--- src/rtl/lpm_pkg.sv ---
`timescale 1ns/1ps
package lpm_pkg;
   localparam int ST_W = 5;
   typedef enum logic [ST_W-1:0] {
      ST_RUN   = 5'b00001,
      ST_SLEEP = 5'b00010,
      ST_DSLP  = 5'b00100,
      ST_PDN   = 5'b01000,
      ST_DPD   = 5'b10000
   } lpm_state_e;

   localparam logic [1:0] CODE_BASE = 2'b00;
   localparam logic [1:0] CODE_PDN  = 2'b01;
   localparam logic [1:0] CODE_RSVD = 2'b10;
   localparam logic [1:0] CODE_DPD  = 2'b11;
endpackage

--- src/rtl/lpm_mode_decode.sv ---
`timescale 1ns/1ps
module lpm_mode_decode
   import lpm_pkg::*;
(
   input  logic [1:0]  mode_code,
   input  logic        deep_flag,
   output lpm_state_e  target,
   output logic        target_ok
);
   always_comb begin
      target    = ST_RUN;
      target_ok = 1'b1;
      case (mode_code)
         CODE_BASE: target = deep_flag ? ST_DSLP : ST_SLEEP;
         CODE_PDN:  target = deep_flag ? ST_PDN  : ST_SLEEP;
         CODE_DPD:  target = deep_flag ? ST_DPD  : ST_SLEEP;
         default:   target_ok = 1'b0;
      endcase
   end
endmodule

--- src/rtl/lpm_wake_qual.sv ---
`timescale 1ns/1ps
module lpm_wake_qual #(
   parameter int NUM_IRQ       = 16,
   parameter bit WDT_DEEP_WAKE = 1'b1
) (
   input  logic [NUM_IRQ-1:0] irq_pend,
   input  logic [NUM_IRQ-1:0] irq_en,
   input  logic [NUM_IRQ-1:0] wake_cap,
   input  logic               wdt_irq,
   input  logic               wdt_en,
   input  logic               wdt_on_irc,
   input  logic               rtc_irq,
   input  logic               rtc_en,
   output logic               wk_sleep,
   output logic               wk_dslp,
   output logic               wk_pdn,
   output logic               wk_dpd
);
   logic [NUM_IRQ-1:0] live;
   logic               rtc_live, wdt_live, wdt_deep;

   assign live     = irq_pend & irq_en;
   assign rtc_live = rtc_irq & rtc_en;
   assign wdt_live = wdt_irq & wdt_en;

   generate
      if (WDT_DEEP_WAKE) begin : g_wdt_deep
         assign wdt_deep = wdt_live & wdt_on_irc;
      end else begin : g_wdt_none
         assign wdt_deep = 1'b0;
      end
   endgenerate

   assign wk_sleep = (|live) | wdt_live | rtc_live;
   assign wk_pdn   = (|(live & wake_cap)) | rtc_live;
   assign wk_dslp  = wk_pdn | wdt_deep;
   assign wk_dpd   = rtc_live;
endmodule

--- src/rtl/lpm_gate_decode.sv ---
`timescale 1ns/1ps
module lpm_gate_decode
   import lpm_pkg::*;
(
   input  lpm_state_e state,
   output logic       cpu_clk_en,
   output logic       bus_clk_en,
   output logic       osc_pwr_en,
   output logic       core_pwr_en
);
   always_comb begin
      cpu_clk_en  = (state == ST_RUN);
      bus_clk_en  = (state == ST_RUN) || (state == ST_SLEEP);
      osc_pwr_en  = (state == ST_RUN) || (state == ST_SLEEP) || (state == ST_DSLP);
      core_pwr_en = (state != ST_DPD);
   end
endmodule

--- src/rtl/lpm_ctrl.sv ---
`timescale 1ns/1ps
module lpm_ctrl
   import lpm_pkg::*;
#(
   parameter int NUM_IRQ       = 16,
   parameter bit WDT_DEEP_WAKE = 1'b1
) (
   input  logic               clk,
   input  logic               rst_n,
   input  logic [1:0]         mode_code,
   input  logic               deep_flag,
   input  logic               sleep_req,
   input  logic [NUM_IRQ-1:0] irq_pend,
   input  logic [NUM_IRQ-1:0] irq_en,
   input  logic [NUM_IRQ-1:0] wake_cap,
   input  logic               wdt_irq,
   input  logic               wdt_en,
   input  logic               wdt_on_irc,
   input  logic               rtc_irq,
   input  logic               rtc_en,
   output logic [4:0]         state_oh,
   output logic               cpu_clk_en,
   output logic               bus_clk_en,
   output logic               osc_pwr_en,
   output logic               core_pwr_en,
   output logic               wake_pulse
);
   generate
      if (NUM_IRQ < 1 || NUM_IRQ > 256) begin : g_bad_num_irq
         $error("lpm_ctrl: NUM_IRQ out of range 1..256");
      end
   endgenerate

   lpm_state_e state_q;
   lpm_state_e target;
   logic       target_ok, entry_blocked;
   logic       wk_sleep, wk_dslp, wk_pdn, wk_dpd;

   lpm_mode_decode u_mode (
      .mode_code (mode_code),
      .deep_flag (deep_flag),
      .target    (target),
      .target_ok (target_ok)
   );

   lpm_wake_qual #(.NUM_IRQ(NUM_IRQ), .WDT_DEEP_WAKE(WDT_DEEP_WAKE)) u_wake (
      .irq_pend   (irq_pend),
      .irq_en     (irq_en),
      .wake_cap   (wake_cap),
      .wdt_irq    (wdt_irq),
      .wdt_en     (wdt_en),
      .wdt_on_irc (wdt_on_irc),
      .rtc_irq    (rtc_irq),
      .rtc_en     (rtc_en),
      .wk_sleep   (wk_sleep),
      .wk_dslp    (wk_dslp),
      .wk_pdn     (wk_pdn),
      .wk_dpd     (wk_dpd)
   );

   lpm_gate_decode u_gate (
      .state       (state_q),
      .cpu_clk_en  (cpu_clk_en),
      .bus_clk_en  (bus_clk_en),
      .osc_pwr_en  (osc_pwr_en),
      .core_pwr_en (core_pwr_en)
   );

   always_comb begin
      case (target)
         ST_SLEEP: entry_blocked = wk_sleep;
         ST_DSLP:  entry_blocked = wk_dslp;
         ST_PDN:   entry_blocked = wk_pdn;
         ST_DPD:   entry_blocked = wk_dpd;
         default:  entry_blocked = 1'b1;
      endcase
   end

   always_ff @(posedge clk or negedge rst_n) begin
      if (!rst_n) begin
         state_q    <= ST_RUN;
         wake_pulse <= 1'b0;
      end else begin
         wake_pulse <= 1'b0;
         case (state_q)
            ST_RUN: begin
               if (sleep_req && target_ok && !entry_blocked) state_q <= target;
            end
            ST_SLEEP: if (wk_sleep) begin state_q <= ST_RUN; wake_pulse <= 1'b1; end
            ST_DSLP:  if (wk_dslp)  begin state_q <= ST_RUN; wake_pulse <= 1'b1; end
            ST_PDN:   if (wk_pdn)   begin state_q <= ST_RUN; wake_pulse <= 1'b1; end
            ST_DPD:   if (wk_dpd)   state_q <= ST_RUN;
            default:  state_q <= ST_RUN;
         endcase
      end
   end

   assign state_oh = state_q;

   a_r11_onehot_state: assert property (@(posedge clk) disable iff (!rst_n)
      $countones(state_oh) == 1);

   a_r4_reserved_code_stays_run: assert property (@(posedge clk) disable iff (!rst_n)
      (state_oh == ST_RUN && sleep_req && mode_code == CODE_RSVD) |=> state_oh == ST_RUN);

   a_r8_dpd_holds: assert property (@(posedge clk) disable iff (!rst_n)
      (state_oh == ST_DPD && !(rtc_irq && rtc_en)) |=> state_oh == ST_DPD);

   a_r8_dpd_exit_no_pulse: assert property (@(posedge clk) disable iff (!rst_n)
      (state_oh == ST_DPD) |=> !wake_pulse);

   a_r9_pulse_in_run: assert property (@(posedge clk) disable iff (!rst_n)
      wake_pulse |-> (cpu_clk_en && bus_clk_en && osc_pwr_en && core_pwr_en
                      && $past(state_oh) != ST_RUN));

   a_r9_pulse_single: assert property (@(posedge clk) disable iff (!rst_n)
      wake_pulse |=> !wake_pulse);

   a_r7_wdt_no_pdn_wake: assert property (@(posedge clk) disable iff (!rst_n)
      (state_oh == ST_PDN && !(|(irq_pend & irq_en & wake_cap)) && !(rtc_irq && rtc_en))
      |=> state_oh == ST_PDN);

   a_r12_req_outside_run: assert property (@(posedge clk) disable iff (!rst_n)
      (state_oh == ST_SLEEP && !wk_sleep) |=> state_oh == ST_SLEEP);
endmodule

--- config.mk ---
export PLATFORM = sky130hd
export DESIGN_NAME = lpm_ctrl
export DESIGN_NICKNAME = d
export VERILOG_FILES = /design/src/rtl/lpm_pkg.sv /design/src/rtl/lpm_mode_decode.sv /design/src/rtl/lpm_wake_qual.sv /design/src/rtl/lpm_gate_decode.sv /design/src/rtl/lpm_ctrl.sv
export SDC_FILE = /design/constraint.sdc
export NUM_CORES = 1
export LEC_CHECK = 0
export BUFFER_PORTS_ARGS = -buffer_cell sky130_fd_sc_hd__buf_2
export CAP_MARGIN = 15
export CORE_AREA = 2 2 56 58
export DETAILED_ROUTE_END_ITERATION = 10
export DIE_AREA = 0 0 58 60
export GPL_TIMING_DRIVEN = 0
export MAX_ROUTING_LAYER = met4
export PLACE_DENSITY = 0.56
export RECOVER_POWER = 25
export SLEW_MARGIN = 40
export SYNTH_ARGS = -nofsm -noshare
export SYNTH_HDL_FRONTEND = slang
export SYNTH_SLANG_ARGS = --single-unit
--- constraint.sdc ---
create_clock -name clk -period 2.85 [get_ports clk]
set_clock_uncertainty 0.1 [all_clocks]
set_input_delay 0.285 -clock clk [delete_from_list [all_inputs] [get_ports clk]]
set_output_delay 0.285 -clock clk [all_outputs]
set_load 0.01 [all_outputs]
==> impl_metrics.env, run 1 <==
export IMPL_core_area_mm2=0.002903
export IMPL_wl_per_cell_um=12.85
export IMPL_vdd_drop_max_mv=0.2659
export IMPL_gr_total_overflow=0
export IMPL_place_gp_congestion=0.8414
export IMPL_drv_slew=0
export IMPL_synthFlopType="dfrtp_1"
export IMPL_cts_tree="done"
export IMPL_worstMarginPinSlew_ps=323.2
export IMPL_synthTopCellsByCount="nand3_1, nand2_1, a22oi_1"
export IMPL_hpwl_um=2288
export IMPL_layout_drive_gt1_share=0.4643
export IMPL_synth_edf_count=0
export IMPL_timing_fmax_mhz=540.6
export IMPL_required_ps=2930
export IMPL_syn_area_um2=701.9
export IMPL_setup_viol=0
export IMPL_clk_pin_slew_ps=50
export IMPL_drc_errors=0
export IMPL_root_buffer="clkbuf_4"
export IMPL_yosys_warnings=0
export IMPL_final_hold_viol_count=0
export IMPL_syn_area_per_cell_um2=7.389
export IMPL_holdBufCountCts=1
export IMPL_vias=1103
export IMPL_hp_class="in2reg"
export IMPL_start_util=0.2418
export IMPL_placed_cells=196
export IMPL_final_net_count=228
export IMPL_status="finished clean"
export IMPL_pin_count=69
export IMPL_ctsResizeCount=0
export IMPL_finalCritPeriodShare=0.6491
export IMPL_endpoint_kind="flop"
export IMPL_yosysMostFrequentCell="nand3_1"
export IMPL_grt_pass1_vias=970
export IMPL_total_power_mw=0.5816
export IMPL_clk_latency_ps=240
export IMPL_ant_nets=0
export IMPL_area_growth_syn_to_layout_pct=59.36
export IMPL_rsz0062_at_grt="false"
export IMPL_cts_htree_levels=1
export IMPL_design_die_area_mm2=0.003480
export IMPL_netlist_instances=95
export IMPL_maxCapViolCount=0
export IMPL_grt_max_degree=8
export IMPL_rows=20
export IMPL_numCtsBuffers=3
export IMPL_synth_area_leaders="dfrtp_1, nand3_1, a22oi_1"
export IMPL_clkSinkCount=6
export IMPL_path_class="reg2reg"
export IMPL_async_reset_ff_frac=1.000
export IMPL_die_h_um=60
export IMPL_p_per_area_mw_per_mm2=519.9
export IMPL_synth_seq_cells=6
export IMPL_power_leakage_nw=0.5901
export IMPL_place_port_buffers=68
export IMPL_tns_ps=0
export IMPL_yosysSeqAreaShare=0.2157
export IMPL_syn_nets=154
export IMPL_fin_cells=201
export IMPL_fin_crit_ps=1850
export IMPL_grt_use_total=0.1544
export IMPL_drt_iter0_markers=33
export IMPL_dr_pass1_iters=4
export IMPL_synth_top_area_share=0.1783
export IMPL_routed_wl_um=2583
export IMPL_die_w_um=58
export IMPL_fillCellCount=321
export IMPL_cts_setup_buffers=0
export IMPL_slew_limit_headroom=0.7845
export IMPL_clk_path_buf_depth=2
export IMPL_arrival_ps=1930
export IMPL_grt_pass1_wl_um=3995
export IMPL_start_kind="flop"
export IMPL_antenna_found_initial=0
export IMPL_yosys_area_top_type="dfrtp_1"
export IMPL_viasPerCell=5.488
export IMPL_cp_max_fo=7
export IMPL_num_antenna_cells=0
export IMPL_synth_cell_types=34
==> kinds of logic after synthesis <==
family,after synthesis,share of synthesized area
buf+inv,4,0.02852
simple gates,61,0.5063
flops,6,0.2157
mux,1,0.01426
compound gates,23,0.2353
==> critical path, cell delays in order, from the launching register on <==
cell and delay (ps):
dfrtp_1 460, nor3_4 290, nand3b_4 160, a31oi_1 180
a21boi_2 210, nand2b_1 200, o32a_1 180
==> cell type report <==
type | instances | area [um^2] | share of cell area
sequential | 6 | 151.4 | 0.1353
multi-input combinational | 85 | 530.5 | 0.4743
tap | 33 | 41.29 | 0.03691
clock buffer | 4 | 26.28 | 0.02349
inverter | 4 | 20.02 | 0.01790
timing repair buffer | 69 | 349.1 | 0.3121
==> report_power, final <==
group          leakage, nW  internal [mW]  switching, mW  total, mW
sequential          0.0794          0.112         0.0297      0.141
combinational        0.496          0.165          0.191      0.356
clock               0.0150         0.0530         0.0310     0.0841
total                0.590          0.329          0.252      0.582
==> stage by stage <==
stage | worst slack, ps | hold slack (ps) | instance area, um^2 | util
floorplan | 1168 | -110.6 | 701.9 | -
global placement | 1002 | 13.69 | 1084 | 0.3733
detailed placement | 974.9 | 17.03 | 1084 | 0.3733
CTS | 983.2 | 196.5 | 1120 | 0.3858
global route | 866.8 | 205.4 | 1119 | 0.3853
finish | 1000 | 199.1 | 1119 | 0.3853
==> cells in the final DEF (no fill, tap or decap), drive strengths merged, types with 2 or more instances in the layout <==
master and instances:
nand3b 3, nand3 21, nand4 5, a22oi 8, nand2b 3, o21ai 4, buf 67, nand2 11
inv 3, a21oi 3, nor2 6, nor4 3, clkbuf 5, nor3 2, o32ai 3, dfrtp 5
==> registers in the layout (all words and copies together) (netlist names) <==
name	cells
state_oh	5
wake_pulse	1
==> worst paths after layout <==
path	endpoint	cells past startpoint	slack (ps)	startpoint
setup reg to reg	state_oh[2]	6	1000	state_oh[2]
max in group asynchronous	state_oh[0]	2	2010	rst_n
setup / recovery	state_oh[2]	6	1000	state_oh[2]
min in group asynchronous	state_oh[3]	2	340	rst_n
hold reg to reg	state_oh[0]	2	520	state_oh[0]
hold / removal	state_oh[1]	2	200	deep_flag
==> layer usage <==
| layer | part of all wire | track usage | vias to the layer above | wire (um) |
|---|---|---|---|---|
| met5 | 0 | - | - | 0 |
| met2 | 0.51 | 0.2873 | 78 | 1314 |
| li1 | - | - | 526 | - |
| met3 | 0.12 | 0.03030 | 4 | 300 |
| met4 | 0.0035 | 0.05980 | 0 | 9 |
| met1 | 0.37 | 0.1595 | 495 | 958 |
Power figures use the tool's default switching activity.
==> run 2: changes to the inputs <==
--- a/config.mk
+++ b/config.mk
@@ -5,14 +5,15 @@
 export SDC_FILE = /design/constraint.sdc
 export NUM_CORES = 1
 export LEC_CHECK = 0
+export ABC_AREA = 1
 export BUFFER_PORTS_ARGS = -buffer_cell sky130_fd_sc_hd__buf_2
 export CAP_MARGIN = 15
-export CORE_AREA = 2 2 56 58
+export CORE_AREA = 2 2 62 64
 export DETAILED_ROUTE_END_ITERATION = 10
-export DIE_AREA = 0 0 58 60
+export DIE_AREA = 0 0 64 66
 export GPL_TIMING_DRIVEN = 0
 export MAX_ROUTING_LAYER = met4
-export PLACE_DENSITY = 0.56
+export PLACE_DENSITY = 0.54
 export RECOVER_POWER = 25
 export SLEW_MARGIN = 40
 export SYNTH_ARGS = -nofsm -noshare
==> constraint.sdc (replaced) <==
create_clock -name clk -period 1.6 [get_ports clk]
set_clock_uncertainty 0.1 [all_clocks]
set_input_delay 0.16 -clock clk [delete_from_list [all_inputs] [get_ports clk]]
set_output_delay 0.16 -clock clk [all_outputs]
set_load 0.01 [all_outputs]
==> run 2 against run 1 <==
Against the previous run:
- the run now ends with setup timing left
- worst hold slack worse by 52 ps
- area after synthesis is 22% higher
- sequential cell count is the same
- via count increased by 4.9%
- combinational power rose to 2.7 times the previous value
- non-clock buffer count increased by 6
- power grew 140%
- sequential share of layout area is 2.2 points lower
- critical path depth shrank 3
- critical endpoint is now osc_pwr_en
- largest cell class unchanged
- largest power group unchanged
==> impl_metrics.env, run 2 <==
export IMPL_status="finished, violations left"
export IMPL_violations="setup timing"
export IMPL_grt_pass1_vias=1101
export IMPL_fin_crit_ps=1660
export IMPL_grt_use_total=0.1390
export IMPL_required_ps=1340
export IMPL_synth_cell_types=24
export IMPL_synth_top_area_share=0.2321
export IMPL_slowest_delay_ps=440
export IMPL_final_cell_mix="buf_2, nand2_1, nand3_1, nor2_1, inv_1"
export IMPL_finalWorstSetupSlack_ps=-60.24
export IMPL_final_common_cell="buf_2"
export IMPL_wl_per_cell_um=10.05
export IMPL_yosys_area_top_type="nand2_1"
export IMPL_fillCellCount=396
export IMPL_r2r_cells=9
export IMPL_yosysSeqAreaShare=0.1766
export IMPL_pin_count=69
export IMPL_hpwl_um=2352
export IMPL_crit_cells=3
export IMPL_grt_pass1_wl_um=4629
export IMPL_endpoint_kind="output port"
export IMPL_routed_wl_um=2703
export IMPL_start_util=0.2414
export IMPL_die_w_um=64
export IMPL_crit_chain="nor4_2 > or2_4 > buf_6"
export IMPL_drv_slew=0
export IMPL_worstReg2RegEnd="state_oh[1]"
export IMPL_die_h_um=66
export IMPL_start_kind="flop"
export IMPL_setup_viol=6
export IMPL_p_per_area_mw_per_mm2=1001
export IMPL_yosys_warnings=0
export IMPL_arrival_ps=1400
export IMPL_synth_edf_count=0
export IMPL_synthFlopType="dfrtp_1"
export IMPL_muxShareOfSynthArea=0
export IMPL_rows=22
export IMPL_final_hold_viol_count=0
export IMPL_async_reset_ff_frac=1.000
export IMPL_area_growth_syn_to_layout_pct=59.56
export IMPL_root_buffer="clkbuf_4"
export IMPL_syn_nets=201
export IMPL_yosys_area_share_simple=0.6905
export IMPL_crit_start="state_oh[3]"
export IMPL_ant_nets=0
export IMPL_place_port_buffers=68
export IMPL_rsz0062_at_grt="true"
export IMPL_pre_cts_slack_ps=-5.510
export IMPL_critPathTopFamily="simple AND/OR/NAND/NOR gates"
export IMPL_timing_rr_start="state_oh[2]"
export IMPL_hold_slack_ps=147.0
export IMPL_syn_area_per_cell_um2=6.036
export IMPL_worst_path_buf_inv=1
export IMPL_timing_fmax_mhz=602.3
export IMPL_synth_seq_cells=6
export IMPL_synth_fa_ha_area_frac=0
export IMPL_hp_class="in2reg"
export IMPL_layout_drive_gt1_share=0.4796
export IMPL_fin_area_mm2=0.001368
export IMPL_cp_max_fo=4
export IMPL_cts_htree_levels=1
export IMPL_netlist_instances=142
export IMPL_grt_max_degree=7
export IMPL_core_area_mm2=0.003551
export IMPL_clk_latency_ps=250
export IMPL_design_die_area_mm2=0.004224
export IMPL_placed_area_mm2=0.001257
export IMPL_synth_xor_area_share=0
export IMPL_dr_pass1_iters=4
export IMPL_final_net_count=281
export IMPL_maxCapViolCount=0
export IMPL_synth_compound_area_frac=0.06423
export IMPL_vdd_drop_max_mv=0.5520
export IMPL_numCtsBuffers=3
export IMPL_synth_top_family_by_area="simple AND/OR/NAND/NOR gates"
export IMPL_largest_reg_flops=5
export IMPL_slew_limit_headroom=0.7445
export IMPL_viasPerCell=4.301
export IMPL_total_power_mw=1.369
export IMPL_endpoint="osc_pwr_en"
export IMPL_drc_errors=0
export IMPL_vias=1157
export IMPL_clk_pin_slew_ps=60
export IMPL_yosysMostFrequentCell="nand2_1"
export IMPL_antenna_found_initial=0
export IMPL_gr_total_overflow=0
export IMPL_path_class="reg2out"
export IMPL_clk_path_buf_depth=2
export IMPL_crit_path_top_delay_cell="dfrtp_2"
export IMPL_synthTopCellsByCount="nand2_1, nand3_1, nor2_1"
export IMPL_reg2reg_slack_ps=-30
export IMPL_num_antenna_cells=0
export IMPL_syn_area_um2=857.1
export IMPL_worstMarginPinSlew_ps=380.1
export IMPL_synth_area_leaders="nand2_1, dfrtp_1, nand3_1"
export IMPL_place_gp_congestion=0.7633
export IMPL_clkSinkCount=6
export IMPL_fin_util=0.3851
export IMPL_cts_tree="done"
export IMPL_drt_iter0_markers=18
export IMPL_finalCritPeriodShare=1.038
export IMPL_power_leakage_nw=0.7737
==> run 2: changes by cell type in the layout (fill, tap and decap cells not counted), moves of 4 or more <==
cell     before  now
a22oi_1       8    0
buf_4         0    6
inv_1         3    9
inv_2         0    5
nand2_1      11   52
nor2_1        6   13
nor2_2        0    4
==> run 2: where the power goes <==
part           total, mW  switching [mW]  internal, mW
Sequential         0.249          0.0454         0.203
Combinational      0.966           0.508         0.459
Clock              0.154          0.0596        0.0947
Total               1.37           0.613         0.757
==> run 2: worst min path at each step <==
stage,startpoint,slack (ps),endpoint,cells after the start
3_3_place_gp,rst_n,-110,wake_pulse,1
4_1_cts,mode_code[1],140,state_oh[4],3
5_1_grt,mode_code[0],170,state_oh[3],3
2_1_floorplan,rst_n,-240,state_oh[1],0
3_5_place_dp,rst_n,-110,wake_pulse,1
6_report,mode_code[1],150,state_oh[4],3
==> run 2: per-stage QoR <==
step,TNS (ps),cells
2_1_floorplan,0,142
3_3_place_gp,-9.164,258
3_5_place_dp,-5.510,258
4_1_cts,-173.9,269
5_1_grt,-1050,269
6_report,-129.7,269
==> run 2: timing repair <==
item | 4_1_cts | 5_1_grt
hold endpoints to repair | 6 | 0
hold buffers | 1 | 0
setup endpoints to repair | 6 | 8
buffers inserted | 6 | 0
gates resized for setup | 6 | 2
pin swaps | 1 | 1
==> run 2: metal layers <==
| metal | global-route usage | wire length [um] |
|---|---|---|
| met2 | 0.2526 | 1343 |
| met5 | - | 0 |
| met1 | 0.1644 | 1168 |
| met4 | 0.01630 | 19 |
| met3 | 0.02555 | 172 |
==> run 2: worst register-to-register path: stages (launching register included) <==
cell and delay, ps:
dfrtp_2 430, nor2_4 140, buf_4 130, nand4_4 110, inv_4 120, nand4_4 90, a21oi_2 130, nor2_2 70
nand3_4 100, o21ai_1 80
==> run 2: layout make-up <==
class                           count  area [um^2]  share of cell area
Clock buffer                        4        26.28             0.01921
Inverter                           15        58.81             0.04300
Tap cell                           48        60.06             0.04392
Sequential cell                     6        155.1              0.1134
Multi-Input combinational cell    121        660.6              0.4831
Timing Repair Buffer               75        406.6              0.2973
==> run 2: cells by family after synthesis <==
logic type | Yosys count
DFF | 6
and+or+nand+nor | 113
buffers and inverters | 15
AOI/OAI and AO/OA | 8
==> run 3: changes to the inputs <==
--- a/config.mk
+++ b/config.mk
@@ -7,8 +7,9 @@
 export LEC_CHECK = 0
 export ABC_AREA = 1
 export BUFFER_PORTS_ARGS = -buffer_cell sky130_fd_sc_hd__buf_2
-export CAP_MARGIN = 15
+export CAP_MARGIN = 10
 export CORE_AREA = 2 2 62 64
+export CTS_BUF_LIST = sky130_fd_sc_hd__clkbuf_4
 export DETAILED_ROUTE_END_ITERATION = 10
 export DIE_AREA = 0 0 64 66
 export GPL_TIMING_DRIVEN = 0
==> run 3 against run 2 <==
Against the previous run:
- the run still ends with setup timing left
- utilization increased by 1.6 points
- sequential cell count unchanged
- largest cell class unchanged
- count of clock-buffer cells in the layout unchanged
- die area did not move
- power grew 3.4%
- final area increased by 4.2%
- combinational power grew 3.2%
- cell count up 1.5%
- worst hold slack got worse by 3.3 ps
- register-to-register slack got worse by 30 ps
- first-iteration DRC count down 5.6%
- critical path depth up 1
==> impl_metrics.env, run 3 (synthesized netlist as in run 2, its figures left out) <==
export IMPL_status="finished, violations left"
export IMPL_violations="setup timing"
export IMPL_hp_class="in2reg"
export IMPL_die_w_um=64
export IMPL_fin_area_mm2=0.001425
export IMPL_final_common_cell="buf_2"
export IMPL_path_class="reg2out"
export IMPL_clkSinkCount=6
export IMPL_routed_wl_um=2741
export IMPL_clk_pin_slew_ps=60
export IMPL_final_net_count=285
export IMPL_finalCritPeriodShare=1.053
export IMPL_num_antenna_cells=0
export IMPL_pre_cts_slack_ps=-5.510
export IMPL_grt_pass1_vias=1114
export IMPL_maxCapViolCount=0
export IMPL_wl_per_cell_um=10.04
export IMPL_clk_latency_ps=250
export IMPL_start_util=0.2414
export IMPL_gr_total_overflow=0
export IMPL_drt_iter0_markers=17
export IMPL_cts_tree="done"
export IMPL_viasPerCell=4.293
export IMPL_numCtsBuffers=3
export IMPL_design_die_area_mm2=0.004224
export IMPL_grt_use_total=0.1394
export IMPL_clk_path_buf_depth=2
export IMPL_slowest_delay_ps=440
export IMPL_grt_pass1_wl_um=4643
export IMPL_crit_start="state_oh[3]"
export IMPL_pin_count=69
export IMPL_grt_max_degree=7
export IMPL_cts_htree_levels=1
export IMPL_final_cell_mix="buf_2, nand2_1, nand3_1, nor2_1"
export IMPL_start_kind="flop"
export IMPL_worstMarginPinSlew_ps=299.7
export IMPL_timing_rr_start="state_oh[3]"
export IMPL_endpoint_kind="output port"
export IMPL_power_share_clock=0.121
export IMPL_crit_chain="buf_12 > nor4_4 > or2_4 > buf_6"
export IMPL_area_growth_syn_to_layout_pct=66.28
export IMPL_placed_area_mm2=0.001257
export IMPL_vias=1172
export IMPL_pwr_share_seq=0.175
export IMPL_ant_nets=0
export IMPL_die_h_um=66
export IMPL_place_gp_congestion=0.7633
export IMPL_largest_reg_flops=5
export IMPL_cp_max_fo=3
export IMPL_power_frac_comb=0.704
export IMPL_antenna_found_initial=0
export IMPL_place_port_buffers=68
export IMPL_power_leakage_nw=0.8021
export IMPL_final_hold_viol_count=0
export IMPL_required_ps=1340
export IMPL_dr_pass1_iters=2
export IMPL_finalWorstSetupSlack_ps=-84.50
export IMPL_root_buffer="clkbuf_4"
export IMPL_rsz0062_at_grt="true"
export IMPL_slew_limit_headroom=0.8002
export IMPL_crit_path_top_delay_cell="dfrtp_2"
export IMPL_vdd_drop_max_mv=0.5874
export IMPL_setup_viol=6
export IMPL_timing_fmax_mhz=593.6
export IMPL_power_switching_mw=0.6300
export IMPL_rows=22
export IMPL_arrival_ps=1420
export IMPL_p_per_area_mw_per_mm2=994.0
export IMPL_layout_drive_gt1_share=0.4933
export IMPL_core_area_mm2=0.003551
export IMPL_intPower_mw=0.7865
export IMPL_fin_crit_ps=1685
export IMPL_drc_errors=0
export IMPL_hpwl_um=2352
export IMPL_worstHoldStart="deep_flag"
export IMPL_drv_slew=0
export IMPL_p_sw_frac=0.4448
==> run 3: cell count changes in the layout (fill, tap and decap cells not counted) <==
cell and change:
buf_12 +1, buf_4 +3, clkbuf_1 -1, clkbuf_4 +1, dfrtp_1 +1, dfrtp_2 -1, nor4_2 -1, nor4_4 +1
o21ai_1 -1, o21ai_2 +1
==> run 3: power by group through the flow <==
stage | combinational, mW | clock [mW] | sequential [mW]
2_1_floorplan | 0.494 | 0 | 0.267
3_3_place_gp | 0.777 | 0 | 0.251
3_5_place_dp | 0.778 | 0 | 0.250
4_1_cts | 0.947 | 0.177 | 0.246
5_1_grt | 1.11 | 0.190 | 0.255
6_report | 0.997 | 0.172 | 0.248
==> run 3: final cells by class <==
| class | instances | area, um^2 |
|---|---|---|
| Timing Repair Buffer | 79 | 449.2 |
| Fill cell | 398 | 2126 |
| Clock buffer | 4 | 30.03 |
| Inverter | 15 | 58.81 |
| Sequential cell | 6 | 153.9 |
| Tap cell | 48 | 60.06 |
| Multi-Input combinational cell | 121 | 673.1 |
==> run 3: what timing repair did <==
item | 4_1_cts | 5_1_grt
endpoints found under the setup margin | 6 | 8
buffers inserted | 7 | 3
endpoints found under the hold margin | 6 | 0
hold buffers | 1 | 0
pin swaps | 2 | 2
cloned | 0 | 0
gates resized for setup | 6 | 3
==> run 3: per-layer routing <==
metal / GRT usage / vias to the layer above / share of wire
li1: - / 641 / -
met1: 0.1613 / 497 / 0.43
met2: 0.2578 / 32 / 0.50
met3: 0.02555 / 2 / 0.059
met4: 0.01630 / 0 / 0.0069
met5: - / - / 0
==> run 3: stage by stage <==
stage	utilization	cells	hold slack, ps	power [mW]	setup TNS (ps)
after floorplan	-	142	-235.6	0.7609	0
after global placement	0.3541	258	-114.2	1.027	-9.164
after detailed placement	0.3541	258	-111.6	1.027	-5.510
after CTS	0.3865	270	136.3	1.371	-195.8
after global routing	0.4013	273	144.8	1.552	-987.9
final	0.4013	273	143.8	1.417	-292.3
==> run 3: worst paths after layout <==
| path | cells past startpoint | slack, ps | end |
|---|---|---|---|
| worst max-delay path | 4 | -80 | osc_pwr_en |
| worst min-delay path | 3 | 140 | state_oh[3] |
| worst max register to register | 9 | -60 | state_oh[1] |
| worst min register to register | 2 | 560 | state_oh[2] |
| max in group asynchronous | 2 | 900 | state_oh[0] |
| min in group asynchronous | 2 | 200 | wake_pulse |
==> run 3: worst max-delay path, delay by kind of cell, from the launching register on <==
kind	cells	cell delay [ps]
buffers and inverters	2	230
AND/OR/NAND/NOR	2	510
flip-flops	1	440
